File: config.mk
export PLATFORM = sky130hd
export DESIGN_NAME = dlw_way_ctrl
export DESIGN_NICKNAME = d
export VERILOG_FILES = /design/src/rtl/dlw_pkg.sv /design/src/rtl/dlw_hit_bank.sv /design/src/rtl/dlw_epoch_track.sv /design/src/rtl/dlw_budget_chk.sv /design/src/rtl/dlw_mask_gen.sv /design/src/rtl/dlw_way_ctrl.sv
export SDC_FILE = /design/constraint.sdc
export NUM_CORES = 2
export LEC_CHECK = 0
export ABC_AREA = 1
export BUFFER_PORTS_ARGS = -buffer_cell sky130_fd_sc_hd__buf_2
export CAP_MARGIN = 10
export CORE_ASPECT_RATIO = 1.5
export CORE_UTILIZATION = 40
export DETAILED_ROUTE_END_ITERATION = 16
export GPL_TIMING_DRIVEN = 0
export SETUP_SLACK_MARGIN = 0.05
export SYNTH_ARGS = -nofsm -noshare
export SYNTH_HDL_FRONTEND = slang
export SYNTH_SLANG_ARGS = --single-unit
export TNS_END_PERCENT = 30
File: constraint.sdc
create_clock -name clk -period 16 [get_ports clk]
set_input_delay 0.8 -clock clk [delete_from_list [all_inputs] [get_ports clk]]
set_output_delay 0.8 -clock clk [all_outputs]
set_load 0.01 [all_outputs]
File: src/rtl/dlw_pkg.sv
package dlw_pkg;
  // Fixed-point scale of the bound: one unit is 0.1 percent.
  localparam int BOUND_SCALE = 1000;

  typedef enum logic [0:0] {
    ST_COLLECT = 1'b0,
    ST_EVAL    = 1'b1
  } dlw_state_e;
endpackage

File: src/rtl/dlw_hit_bank.sv
module dlw_hit_bank #(
  parameter int WAYS  = 16,
  parameter int CNT_W = 16,
  localparam int POS_W = $clog2(WAYS)
) (
  input  logic             clk,
  input  logic             rst_n,
  input  logic             inc_en,
  input  logic [POS_W-1:0] inc_pos,
  input  logic             clr,
  input  logic [POS_W-1:0] rd_idx,
  output logic [CNT_W-1:0] rd_val
);
  logic [CNT_W-1:0] cnt [WAYS];

  for (genvar i = 0; i < WAYS; i++) begin : g_pos
    logic [CNT_W-1:0] c_q;
    logic             hit_here;

    assign hit_here = inc_en && (inc_pos == POS_W'(i));

    always_ff @(posedge clk or negedge rst_n) begin
      if (!rst_n)        c_q <= '0;
      else if (clr)      c_q <= '0;
      else if (hit_here) c_q <= c_q + 1'b1;
    end
    assign cnt[i] = c_q;

    // an epoch never holds more records than a counter can count
    assert_no_overflow_R2: assert property (@(posedge clk) disable iff (!rst_n)
      hit_here |-> (c_q != {CNT_W{1'b1}}));
  end

  assign rd_val = cnt[rd_idx];
endmodule

File: src/rtl/dlw_epoch_track.sv
module dlw_epoch_track #(
  parameter int CNT_W = 16,
  parameter int CYC_W = 32
) (
  input  logic             clk,
  input  logic             rst_n,
  input  logic             run,
  input  logic             fire,
  input  logic [CNT_W-1:0] epoch_len,
  input  logic             clr,
  output logic             last,
  output logic [CYC_W-1:0] cycles
);
  logic [CNT_W-1:0] acc_q;
  logic [CNT_W-1:0] eff_len;
  logic [CYC_W-1:0] cyc_q;

  assign eff_len = (epoch_len == '0) ? CNT_W'(1) : epoch_len;
  assign last    = fire && (({1'b0, acc_q} + 1'b1) >= {1'b0, eff_len});
  assign cycles  = cyc_q;

  always_ff @(posedge clk or negedge rst_n) begin
    if (!rst_n)    acc_q <= '0;
    else if (clr)  acc_q <= '0;
    else if (fire) acc_q <= acc_q + 1'b1;
  end

  always_ff @(posedge clk or negedge rst_n) begin
    if (!rst_n)                         cyc_q <= '0;
    else if (clr)                       cyc_q <= '0;
    else if (run && cyc_q != '1)        cyc_q <= cyc_q + 1'b1;
  end

  // the closing transfer ends collection in the next cycle
  assert_epoch_closes_R8: assert property (@(posedge clk) disable iff (!rst_n)
    last |=> !run);

  // after a clear the cycle count restarts
  assert_cycles_restart_R10: assert property (@(posedge clk) disable iff (!rst_n)
    clr |=> (cyc_q == '0));
endmodule

File: src/rtl/dlw_budget_chk.sv
module dlw_budget_chk #(
  parameter int SUM_W = 20,
  parameter int LAT_W = 16,
  parameter int BND_W = 10,
  parameter int CYC_W = 32
) (
  input  logic [SUM_W-1:0] lost,
  input  logic [LAT_W-1:0] lat,
  input  logic [BND_W-1:0] bound,
  input  logic [CYC_W-1:0] cycles,
  output logic             ok
);
  import dlw_pkg::*;

  localparam int LHS_W = SUM_W + LAT_W + 10;
  localparam int RHS_W = BND_W + CYC_W;
  localparam int CMP_W = (LHS_W > RHS_W) ? LHS_W : RHS_W;

  logic [CMP_W-1:0] cost;
  logic [CMP_W-1:0] allow;

  assign cost  = CMP_W'(lost) * CMP_W'(lat) * CMP_W'(BOUND_SCALE);
  assign allow = CMP_W'(bound) * CMP_W'(cycles);
  assign ok    = (bound != '0) && (cost <= allow);
endmodule

File: src/rtl/dlw_mask_gen.sv
module dlw_mask_gen #(
  parameter int DATA_WAYS = 14,
  localparam int K_W = $clog2(DATA_WAYS + 1)
) (
  input  logic [K_W-1:0]       count,
  output logic [DATA_WAYS-1:0] mask
);
  for (genvar i = 0; i < DATA_WAYS; i++) begin : g_bit
    assign mask[i] = (int'(count) + i) >= DATA_WAYS;
  end
endmodule

File: src/rtl/dlw_way_ctrl.sv
module dlw_way_ctrl #(
  parameter int WAYS        = 16,
  parameter int STATIC_WAYS = 2,
  parameter int CNT_W       = 16,
  parameter int LAT_W       = 16,
  parameter int BND_W       = 10,
  parameter int CYC_W       = 32,
  localparam int DATA_WAYS  = WAYS - STATIC_WAYS,
  localparam int POS_W      = $clog2(WAYS),
  localparam int K_W        = $clog2(DATA_WAYS + 1)
) (
  input  logic                 clk,
  input  logic                 rst_n,
  input  logic [BND_W-1:0]     cfg_bound,
  input  logic [CNT_W-1:0]     cfg_epoch,
  input  logic [LAT_W-1:0]     avg_lat,
  input  logic                 acc_valid,
  output logic                 acc_ready,
  input  logic                 acc_hit,
  input  logic [POS_W-1:0]     acc_pos,
  output logic [K_W-1:0]       dyn_count,
  output logic [DATA_WAYS-1:0] way_off_mask
);
  import dlw_pkg::*;

  localparam int SUM_W = CNT_W + POS_W;
  localparam logic [K_W-1:0] MAX_K = K_W'(DATA_WAYS);

  dlw_state_e       state_q;
  logic [K_W-1:0]   k_try_q;
  logic [K_W-1:0]   best_q;
  logic [K_W-1:0]   count_q;
  logic [SUM_W-1:0] cum_q;
  logic [SUM_W-1:0] cum_next;
  logic [POS_W-1:0] rd_idx;
  logic [CNT_W-1:0] rd_val;
  logic [CYC_W-1:0] cycles;
  logic             fire;
  logic             last;
  logic             pass;
  logic             evaluating;
  logic             eval_done;

  assign acc_ready  = (state_q == ST_COLLECT);
  assign evaluating = (state_q == ST_EVAL);
  assign fire       = acc_valid && acc_ready;
  assign rd_idx     = POS_W'(DATA_WAYS) - POS_W'(k_try_q);
  assign cum_next   = cum_q + SUM_W'(rd_val);
  assign eval_done  = evaluating && (!pass || k_try_q == MAX_K);

  dlw_hit_bank #(.WAYS(WAYS), .CNT_W(CNT_W)) u_bank (
    .clk     (clk),
    .rst_n   (rst_n),
    .inc_en  (fire && acc_hit),
    .inc_pos (acc_pos),
    .clr     (eval_done),
    .rd_idx  (rd_idx),
    .rd_val  (rd_val)
  );

  dlw_epoch_track #(.CNT_W(CNT_W), .CYC_W(CYC_W)) u_epoch (
    .clk       (clk),
    .rst_n     (rst_n),
    .run       (acc_ready),
    .fire      (fire),
    .epoch_len (cfg_epoch),
    .clr       (eval_done),
    .last      (last),
    .cycles    (cycles)
  );

  dlw_budget_chk #(.SUM_W(SUM_W), .LAT_W(LAT_W), .BND_W(BND_W), .CYC_W(CYC_W)) u_chk (
    .lost   (cum_next),
    .lat    (avg_lat),
    .bound  (cfg_bound),
    .cycles (cycles),
    .ok     (pass)
  );

  dlw_mask_gen #(.DATA_WAYS(DATA_WAYS)) u_mask (
    .count (count_q),
    .mask  (way_off_mask)
  );

  always_ff @(posedge clk or negedge rst_n) begin
    if (!rst_n) begin
      state_q <= ST_COLLECT;
      k_try_q <= K_W'(1);
      best_q  <= '0;
      cum_q   <= '0;
      count_q <= '0;
    end else begin
      unique case (state_q)
        ST_COLLECT: begin
          if (last) begin
            state_q <= ST_EVAL;
            k_try_q <= K_W'(1);
            best_q  <= '0;
            cum_q   <= '0;
          end
        end
        ST_EVAL: begin
          if (pass) begin
            best_q  <= k_try_q;
            cum_q   <= cum_next;
            k_try_q <= k_try_q + K_W'(1);
          end
          if (eval_done) begin
            count_q <= pass ? k_try_q : best_q;
            state_q <= ST_COLLECT;
          end
        end
        default: state_q <= ST_COLLECT;
      endcase
    end
  end

  assign dyn_count = count_q;

  // the published count stays within the data ways
  assert_count_cap_R6: assert property (@(posedge clk) disable iff (!rst_n)
    dyn_count <= MAX_K);

  // the mask built downstream carries as many ones as the count
  assert_mask_width_R7: assert property (@(posedge clk) disable iff (!rst_n)
    $countones(way_off_mask) == int'(dyn_count));

  // outputs hold while collecting
  assert_hold_outputs_R11: assert property (@(posedge clk) disable iff (!rst_n)
    (acc_ready && $past(acc_ready)) |-> $stable(dyn_count));

  // a zero bound ends evaluation with a zero count
  assert_zero_bound_R5: assert property (@(posedge clk) disable iff (!rst_n)
    (evaluating && cfg_bound == '0) |=> (dyn_count == '0));

  // the closing transfer stalls the stream in the next cycle
  assert_stall_after_close_R9: assert property (@(posedge clk) disable iff (!rst_n)
    (fire && last) |=> !acc_ready);
endmodule

# Yosys cells after proc, flatten, opt, wreduce, memory -nomap -nowiden
# Cells that the tools add are included.
# W data, S select, Z words.
dict set report op_classes {
  add_sub_neg 35
  multipliers 3
  n_div 0
  n_lt_le_gt_ge 17
  eq_ne 19
  shift 0
  muxes 52
  bitwise_logic 2
  n_reduce_logical 47
}
# cell count
set op_table {}
lappend op_table {{$mux W16} 37}
lappend op_table {{$ge A32 B5 Y1 const B} 13}
lappend op_table {{$add A16 B1 Y16 const B} 17}
lappend op_table {{$bmux W16 S4} 1}
lappend op_table {{$mux W32} 2}
lappend op_table {{$le A46 B42 Y1} 1}
lappend op_table {{$mul A36 B7 Y43 const B} 1}
lappend op_table {{$mul A10 B32 Y42} 1}
lappend op_table {{$mux W20} 2}
lappend op_table {{$pmux W20 S2} 1}
lappend op_table {{$eq A4 B4 Y1 const B} 9}
lappend op_table {{$mul A20 B16 Y36} 1}
lappend op_table {{$reduce_bool A2 Y1} 18}
lappend op_table {{$add A32 B1 Y32 const B} 1}
lappend op_table {{$ne A32 B32 Y1 const B} 1}
lappend op_table {{$add A4 B4 Y5 const B} 6}
lappend op_table {{$logic_and A1 B1 Y1} 22}
lappend op_table {{$add A20 B16 Y20} 1}
lappend op_table {{$add A4 B3 Y5 const B} 4}
lappend op_table {{$add A16 B1 Y17 const B} 1}
lappend op_table {{$ge A17 B16 Y1} 1}
lappend op_table {{$eq A4 B3 Y1 const B} 4}
lappend op_table {{$logic_not A16 Y1} 1}
lappend op_table {{$mux W4} 4}
lappend op_table {{other kinds (19)} 25}
dict set report totals {
  ff_bits 337
  latch_bits 0
  ramBits 0
  rom_bits 0
  inputBits 50
  output_inout_bits 19
  word_cells 198
  n_memories 0
}

# Logic depth before layout (Yosys ltp)
dict set report depth {
  depth_word 15
  mapped_depth 82
  mapped_depth_nobuf 75
}

# Hierarchy
# Synthesis repeated with hierarchy kept, for this count alone.
dict set report hier_totals {
  cells_unflattened 7515
  hier_area_um2 52716.8
}
# module n_inst cells_each area_each_um2 seq_area_each_um2
set by_module_without_submodules {}
lappend by_module_without_submodules {dlw_budget_chk 1 3899 29144.2 0.0}
lappend by_module_without_submodules {dlw_hit_bank 1 2591 16799.9 6406.1}
lappend by_module_without_submodules {dlw_epoch_track 1 561 3648.5 1201.2}
lappend by_module_without_submodules {dlw_way_ctrl 1 364 2568.7 827.0}
lappend by_module_without_submodules {dlw_mask_gen 1 100 555.5 0.0}

# Worst setup path before layout
# No wires, ideal clock.
dict set report synth_path {
  path_kind {reg2reg}
  startpoint {register k_try_q[0]}
  endpoint {register u_bank.g_pos[13].c_q[4]}
  setup_time_ns 0.122
  t_arrival_ns 14.242
  required_time_ns 15.878
  slack_ns 1.636
  stages_incl_launch_ff 77
  path_buffers 9
  period_less_slack_ns 14.364
  cell_sequence {dfstp_2 -> clkbuf_1 -> inv_1 -> clkbuf_1 -> clkbuf_1 -> ha_1 -> clkbuf_1 -> inv_1 -> clkbuf_1 -> clkbuf_1 -> a21oi_1 -> a21oi_1 -> a221oi_1 -> or2_2 -> inv_1 -> ha_1 -> a21oi_1 -> nor2_1 -> (+41 left out) -> ha_1 -> nand2_1 -> inv_1 -> nand3_1 -> nor3_1 -> nand2_1 -> nand2_1 -> nand2_1 -> nand2_1 -> nand2_1 -> nand3_4 -> nor2_8 -> nand2_2 -> nand2_4 -> inv_4 -> buf_6 -> buf_6 -> nor2_2}
}
dict set report synth_via {
  elab_chain_cells 14
  word_cells_on_any_way 16
  classes_between {add/sub: 2; mul: 2; order compare: 1; eq/ne: 1; mux: 4; bitwise: 1; reduce/logical: 5}
}
# item line_no
set synth_rtl {}
lappend synth_rtl {{from (decl)} dlw_way_ctrl.sv:30} ;# logic [K_W-1:0] k_try_q;
lappend synth_rtl {{from (signal assigned)} dlw_way_ctrl.sv:106} ;# k_try_q <= k_try_q + K_W'(1);
lappend synth_rtl {{$sub A4 B4 Y4} dlw_way_ctrl.sv:47} ;# assign rd_idx = POS_W'(DATA_WAYS) - POS_W'(k_try_q);
lappend synth_rtl {{$not A4 Y5 (not written as such)} dlw_hit_bank.sv:34} ;# assign rd_val = cnt[rd_idx];
lappend synth_rtl {{$bmux W16 S4} dlw_hit_bank.sv:34}
lappend synth_rtl {{$mux W16 (not written as such) (2 in series)} dlw_hit_bank.sv:34}
lappend synth_rtl {{$add A20 B16 Y20} dlw_way_ctrl.sv:48} ;# assign cum_next = cum_q + SUM_W'(rd_val);
lappend synth_rtl {{$mul A20 B16 Y36} dlw_budget_chk.sv:22} ;# assign cost = CMP_W'(lost) * CMP_W'(lat) * CMP_W'(BOUND_SCALE);
lappend synth_rtl {{$mul A36 B7 Y43} dlw_budget_chk.sv:22}
lappend synth_rtl {{$le A46 B42 Y1} dlw_budget_chk.sv:24} ;# assign ok = (bound != '0) && (cost <= allow);
lappend synth_rtl {{$logic_and A1 B1 Y1} dlw_budget_chk.sv:24}
lappend synth_rtl {{$logic_not A1 Y1} dlw_way_ctrl.sv:49} ;# assign eval_done = evaluating && (!pass || k_try_q == MAX_K);
lappend synth_rtl {{$logic_or A1 B1 Y1 (*)} dlw_way_ctrl.sv:49}
lappend synth_rtl {{$logic_and A1 B1 Y1 (*)} dlw_way_ctrl.sv:49}
lappend synth_rtl {{$mux W16 / $reduce_bool A2 Y1 (equally long branches)} n/a}
lappend synth_rtl {{to (signal assigned)} dlw_hit_bank.sv:25} ;# else if (hit_here) c_q <= c_q + 1'b1;
lappend synth_rtl {{to (decl)} dlw_hit_bank.sv:17} ;# logic [CNT_W-1:0] c_q;
# Every way passes the cells marked *; elsewhere a longest branch is shown, timed or not. The select of a mux whose other input is x is not followed.
# A chain may end at the register's enable or synchronous reset.

# Worst setup path in the final report
dict set report layout_path {
  startpoint {register k_try_q[0]}
  endpoint {register u_bank.g_pos[4].c_q[3]}
}
dict set report layout_via {
  elab_chain_cells 14
  word_cells_on_any_way 16
  classes_between {add/sub: 2; mul: 2; order compare: 1; eq/ne: 1; mux: 4; bitwise: 1; reduce/logical: 5}
}
# item line_no
set layout_rtl {}
lappend layout_rtl {{$sub A4 B4 Y4} dlw_way_ctrl.sv:47}
lappend layout_rtl {{$not A4 Y5 (not written as such)} dlw_hit_bank.sv:34}
lappend layout_rtl {{$bmux W16 S4} dlw_hit_bank.sv:34}
lappend layout_rtl {{$mux W16 (not written as such) (2 in series)} dlw_hit_bank.sv:34}
lappend layout_rtl {{$add A20 B16 Y20} dlw_way_ctrl.sv:48}
lappend layout_rtl {{$mul A20 B16 Y36} dlw_budget_chk.sv:22}
lappend layout_rtl {{$mul A36 B7 Y43} dlw_budget_chk.sv:22}
lappend layout_rtl {{$le A46 B42 Y1} dlw_budget_chk.sv:24}
lappend layout_rtl {{$logic_and A1 B1 Y1} dlw_budget_chk.sv:24}
lappend layout_rtl {{$logic_not A1 Y1} dlw_way_ctrl.sv:49}
lappend layout_rtl {{$logic_or A1 B1 Y1 (*)} dlw_way_ctrl.sv:49}
lappend layout_rtl {{$logic_and A1 B1 Y1 (*)} dlw_way_ctrl.sv:49}
lappend layout_rtl {{$mux W16 / $reduce_bool A2 Y1 (equally long branches)} n/a}
lappend layout_rtl {{to (signal assigned)} dlw_hit_bank.sv:25}
lappend layout_rtl {{to (decl)} dlw_hit_bank.sv:17}
# Marked as above.

==> impl_metrics.json <==
{
  "status": "complete, but fails checks",
  "failed_checks": "DRC",
  "worst_hold_path_type": "input pin to async pin",
  "crit_arrival_ps": 15850,
  "fp.dieArea_um2": 124000,
  "path_buf_inv": 18,
  "final_layout_size_suffix_gt1_share_pct": 10.9,
  "synth_top_flop_cell": "sky130_fd_sc_hd__dfrtp_1",
  "routability_congestion_estimate_from_global_placement": 0.986,
  "cpMostUsedCell": "sky130_fd_sc_hd__fa_1",
  "synth.most_common_cell": "sky130_fd_sc_hd__nand2_1",
  "htreeDepth": 2,
  "synthesis.yosys.warnings": 0,
  "cts_max_path_buffers": 3,
  "floorplan.io_pins": 69,
  "cp-start-kind": "register",
  "port_buffers": 52,
  "critical_path.top_delay_family": "adder cells",
  "syn_avg_cell_area_um2": 7.85,
  "timing_worst_slew_pin_value_ps": 837,
  "hold_ws_ps": 108,
  "row_count": 156,
  "final_antenna_net_count": 0,
  "timing.critical_path.required_ps": 16470,
  "synth_edf_count": 0,
  "holdBufCountCts": 0,
  "grt_max_degree": 114,
  "ys_types": 68,
  "grt_antenna_before_repair": 1,
  "number_of_remaining_drc_errors": 16,
  "wire_length_of_the_first_global_routing_pass_um": 232000,
  "drtPass1Iterations": 12,
  "clock-skew-final_ps": 46.1,
  "initial_core_util_pct": 40.4,
  "dpl_cell_area_um2": 51300,
  "final_worst_path_period_share_pct": 96.1,
  "design.core.area_um2": 121000,
  "grt_use_met3_pct": 2.05,
  "critical_path.endpoint_type": "register",
  "die_h_um": 430,
  "synth_area_leader_cell": "sky130_fd_sc_hd__fa_1",
  "grt_use_met2_pct": 44.6,
  "critPathSlowestCell": "sky130_fd_sc_hd__fa_1",
  "cts_tree": "done",
  "routed_via_density": 5.15,
  "post_synth_instance_area_um2": 48900,
  "synth_seq_cells": 337,
  "setup_viol_count_final": 0,
  "netlist_top_cells_area": "sky130_fd_sc_hd__fa_1 (25%), sky130_fd_sc_hd__dfrtp_1 (17%), sky130_fd_sc_hd__ha_1 (9.8%)",
  "post-dp-hpwl_um": 119000,
  "cp_slowest_stage_delay_ps": 600,
  "design_area_um2": 54200,
  "globalRoute.totalOverflow": 0,
  "area_overhead_of_the_layout_relative_to_synthesis_pct": 10.7,
  "grtUsageTotal_pct": 23.9,
  "slew-limit-headroom_pct": 44.2,
  "vias_in_the_first_global_route": 43410,
  "clock_sinks": 337,
  "synth_top_cells_by_count": "sky130_fd_sc_hd__nand2_1 (1255), sky130_fd_sc_hd__inv_1 (1204), sky130_fd_sc_hd__fa_1 (621), sky130_fd_sc_hd__nor2_1 (466), sky130_fd_sc_hd__ha_1 (384)",
  "routed_wl_um": 146000,
  "drtIter0Drc": 2229,
  "synth_top_cell_area_share_pct": 25.4,
  "clock_latency_on_the_worst_skew_pair_ps": 580,
  "maxSlewViolCount": 0,
  "timing_hold_violations_final": 0,
  "die_width_um": 288,
  "max_cap_viols": 0,
  "cts_made_buffers": 35,
  "routedWlPerCell_um": 18.3,
  "asyncSetResetFlopFracSynth_pct": 100,
  "global_route.peak_usage_layer": "met2",
  "seq_area_frac_synth_pct": 17.2,
  "post_synth_inst_count": 6235,
  "kind_of_critical_path": "register to register",
  "cts.reportedPaths.clkPinSlew_ps": 70,
  "groute.layer.met1.usage_pct": 25.9,
  "maxClockFrequency_mhz": 65.0,
  "final.min_clock_period_ps": 15370,
  "setup-tns-final_ps": 0,
  "mappedNetlistNets": 7290,
  "finalNetCount": 7436,
  "num_vias": 41147,
  "crit_path_max_fanout": 10,
  "cts_root_buf": "sky130_fd_sc_hd__clkbuf_16"
}
worst paths after layout:
path                             from                     end  slack [ps]  depth (start not counted)
max                        k_try_q[0]  u_bank.g_pos[4].c_q[3]         630                         69
max in group asynchronous       rst_n               cum_q[11]       14490                          3
min in group clk            best_q[2]               best_q[2]         480                          2
min reg2reg                 best_q[2]               best_q[2]         480                          2
min                             rst_n      u_epoch.cycles[19]         110                          1
max reg2reg                k_try_q[0]  u_bank.g_pos[4].c_q[3]         630                         69
cell families (layout without fill, tap and decap cells):
family	Yosys count	after routing	synth area share, %
compound gates	663	663	7.51
xor+xnor	388	388	6.96
fa+ha+maj	1005	1005	35.2
buf+inv	1446	1616	11.6
flops	337	337	17.2
other cells	0	1	0
simple gates	2396	2396	21.5
routing by layer:
| layer | part of all wire (%) | routed length, µm | vias up |
|---|---|---|---|
| met5 | 0 | 0 | - |
| met4 | 7.0 | 10200 | 0 |
| met3 | 4.4 | 6460 | 400 |
| met2 | 53 | 76900 | 1118 |
| met1 | 36 | 52500 | 20288 |
| li1 | - | - | 19341 |
placed cells by master, fill, tap and decap left out, types with 8 or more instances in the layout:
master / n
sky130_fd_sc_hd__a21o_1: 19
sky130_fd_sc_hd__a21oi_1: 291
sky130_fd_sc_hd__a21oi_2: 45
sky130_fd_sc_hd__a221oi_1: 21
sky130_fd_sc_hd__a31oi_1: 20
sky130_fd_sc_hd__buf_1: 10
sky130_fd_sc_hd__buf_2: 59
sky130_fd_sc_hd__buf_4: 60
sky130_fd_sc_hd__buf_6: 31
sky130_fd_sc_hd__clkbuf_1: 153
sky130_fd_sc_hd__clkbuf_16: 36
sky130_fd_sc_hd__clkbuf_2: 8
sky130_fd_sc_hd__dfrtp_1: 336
sky130_fd_sc_hd__fa_1: 619
sky130_fd_sc_hd__ha_1: 362
sky130_fd_sc_hd__ha_2: 12
sky130_fd_sc_hd__ha_4: 10
sky130_fd_sc_hd__inv_1: 1197
sky130_fd_sc_hd__inv_2: 10
sky130_fd_sc_hd__nand2_1: 1232
sky130_fd_sc_hd__nand2_2: 25
sky130_fd_sc_hd__nand2_4: 9
sky130_fd_sc_hd__nand3_1: 230
sky130_fd_sc_hd__nand3_2: 8
sky130_fd_sc_hd__nand4_1: 58
sky130_fd_sc_hd__nor2_1: 460
sky130_fd_sc_hd__nor2_2: 216
sky130_fd_sc_hd__nor3_1: 65
sky130_fd_sc_hd__nor3_2: 16
sky130_fd_sc_hd__nor3b_1: 9
sky130_fd_sc_hd__nor4_1: 11
sky130_fd_sc_hd__o211ai_1: 10
sky130_fd_sc_hd__o21ai_0: 174
sky130_fd_sc_hd__o21ai_1: 13
sky130_fd_sc_hd__o21bai_1: 9
sky130_fd_sc_hd__or2_2: 22
sky130_fd_sc_hd__xnor2_1: 79
sky130_fd_sc_hd__xor2_1: 278
sky130_fd_sc_hd__xor2_2: 12
sky130_fd_sc_hd__xor2_4: 11
registers in the layout, indices dropped and copies added (netlist names):
signal	count
best_q	4
u_epoch.cycles	32
u_bank.g_pos.c_q	256
evaluating	1
cum_q	20
dyn_count	4
u_epoch.acc_q	16
k_try_q	4
stage by stage:
step / worst slack [ps] / util, % / instances
after global placement: -3100 / 42.3 / 7867
after floorplan: 1640 / - / 6235
after CTS: 50.2 / 43.9 / 7946
after global routing: -48.2 / 44.7 / 7985
after detailed placement: -3000 / 42.4 / 7870
final: 625 / 44.7 / 7986
worst reg2reg max path: cells and delay by family (launching register included):
| family | cells | cell delay, ps |
|---|---|---|
| adder cells (fa/ha/maj) | 15 | 6780 |
| AND/OR/NAND/NOR | 20 | 2770 |
| buffers and inverters | 18 | 2450 |
| AO/OA/AOI/OAI | 13 | 2200 |
| flip-flops | 1 | 560 |
| XOR/XNOR | 3 | 500 |
area by class of cell:
cell class	instances	area, µm²
fillers	12302	66900
multi-input cells	4452	35900
flip-flops and latches	337	8430
inverters	1224	4630
well taps	1580	1980
plain buffers	220	1200
clock buffers	48	996
repair buffers	111	812
clock inverters	13	190
diodes	1	2.50
what timing repair did:
item / CTS / global route
resized for setup: 137 / 174
gates cloned: 0 / 1
pin swaps: 13 / 48
setup endpoints to repair: 337 / 337
setup buffers: 16 / 39
endpoints found under the hold margin: 0 / 0
Power is not shown: default switching activity piles up to over one toggle a cycle in this logic, so the estimate is an artifact.
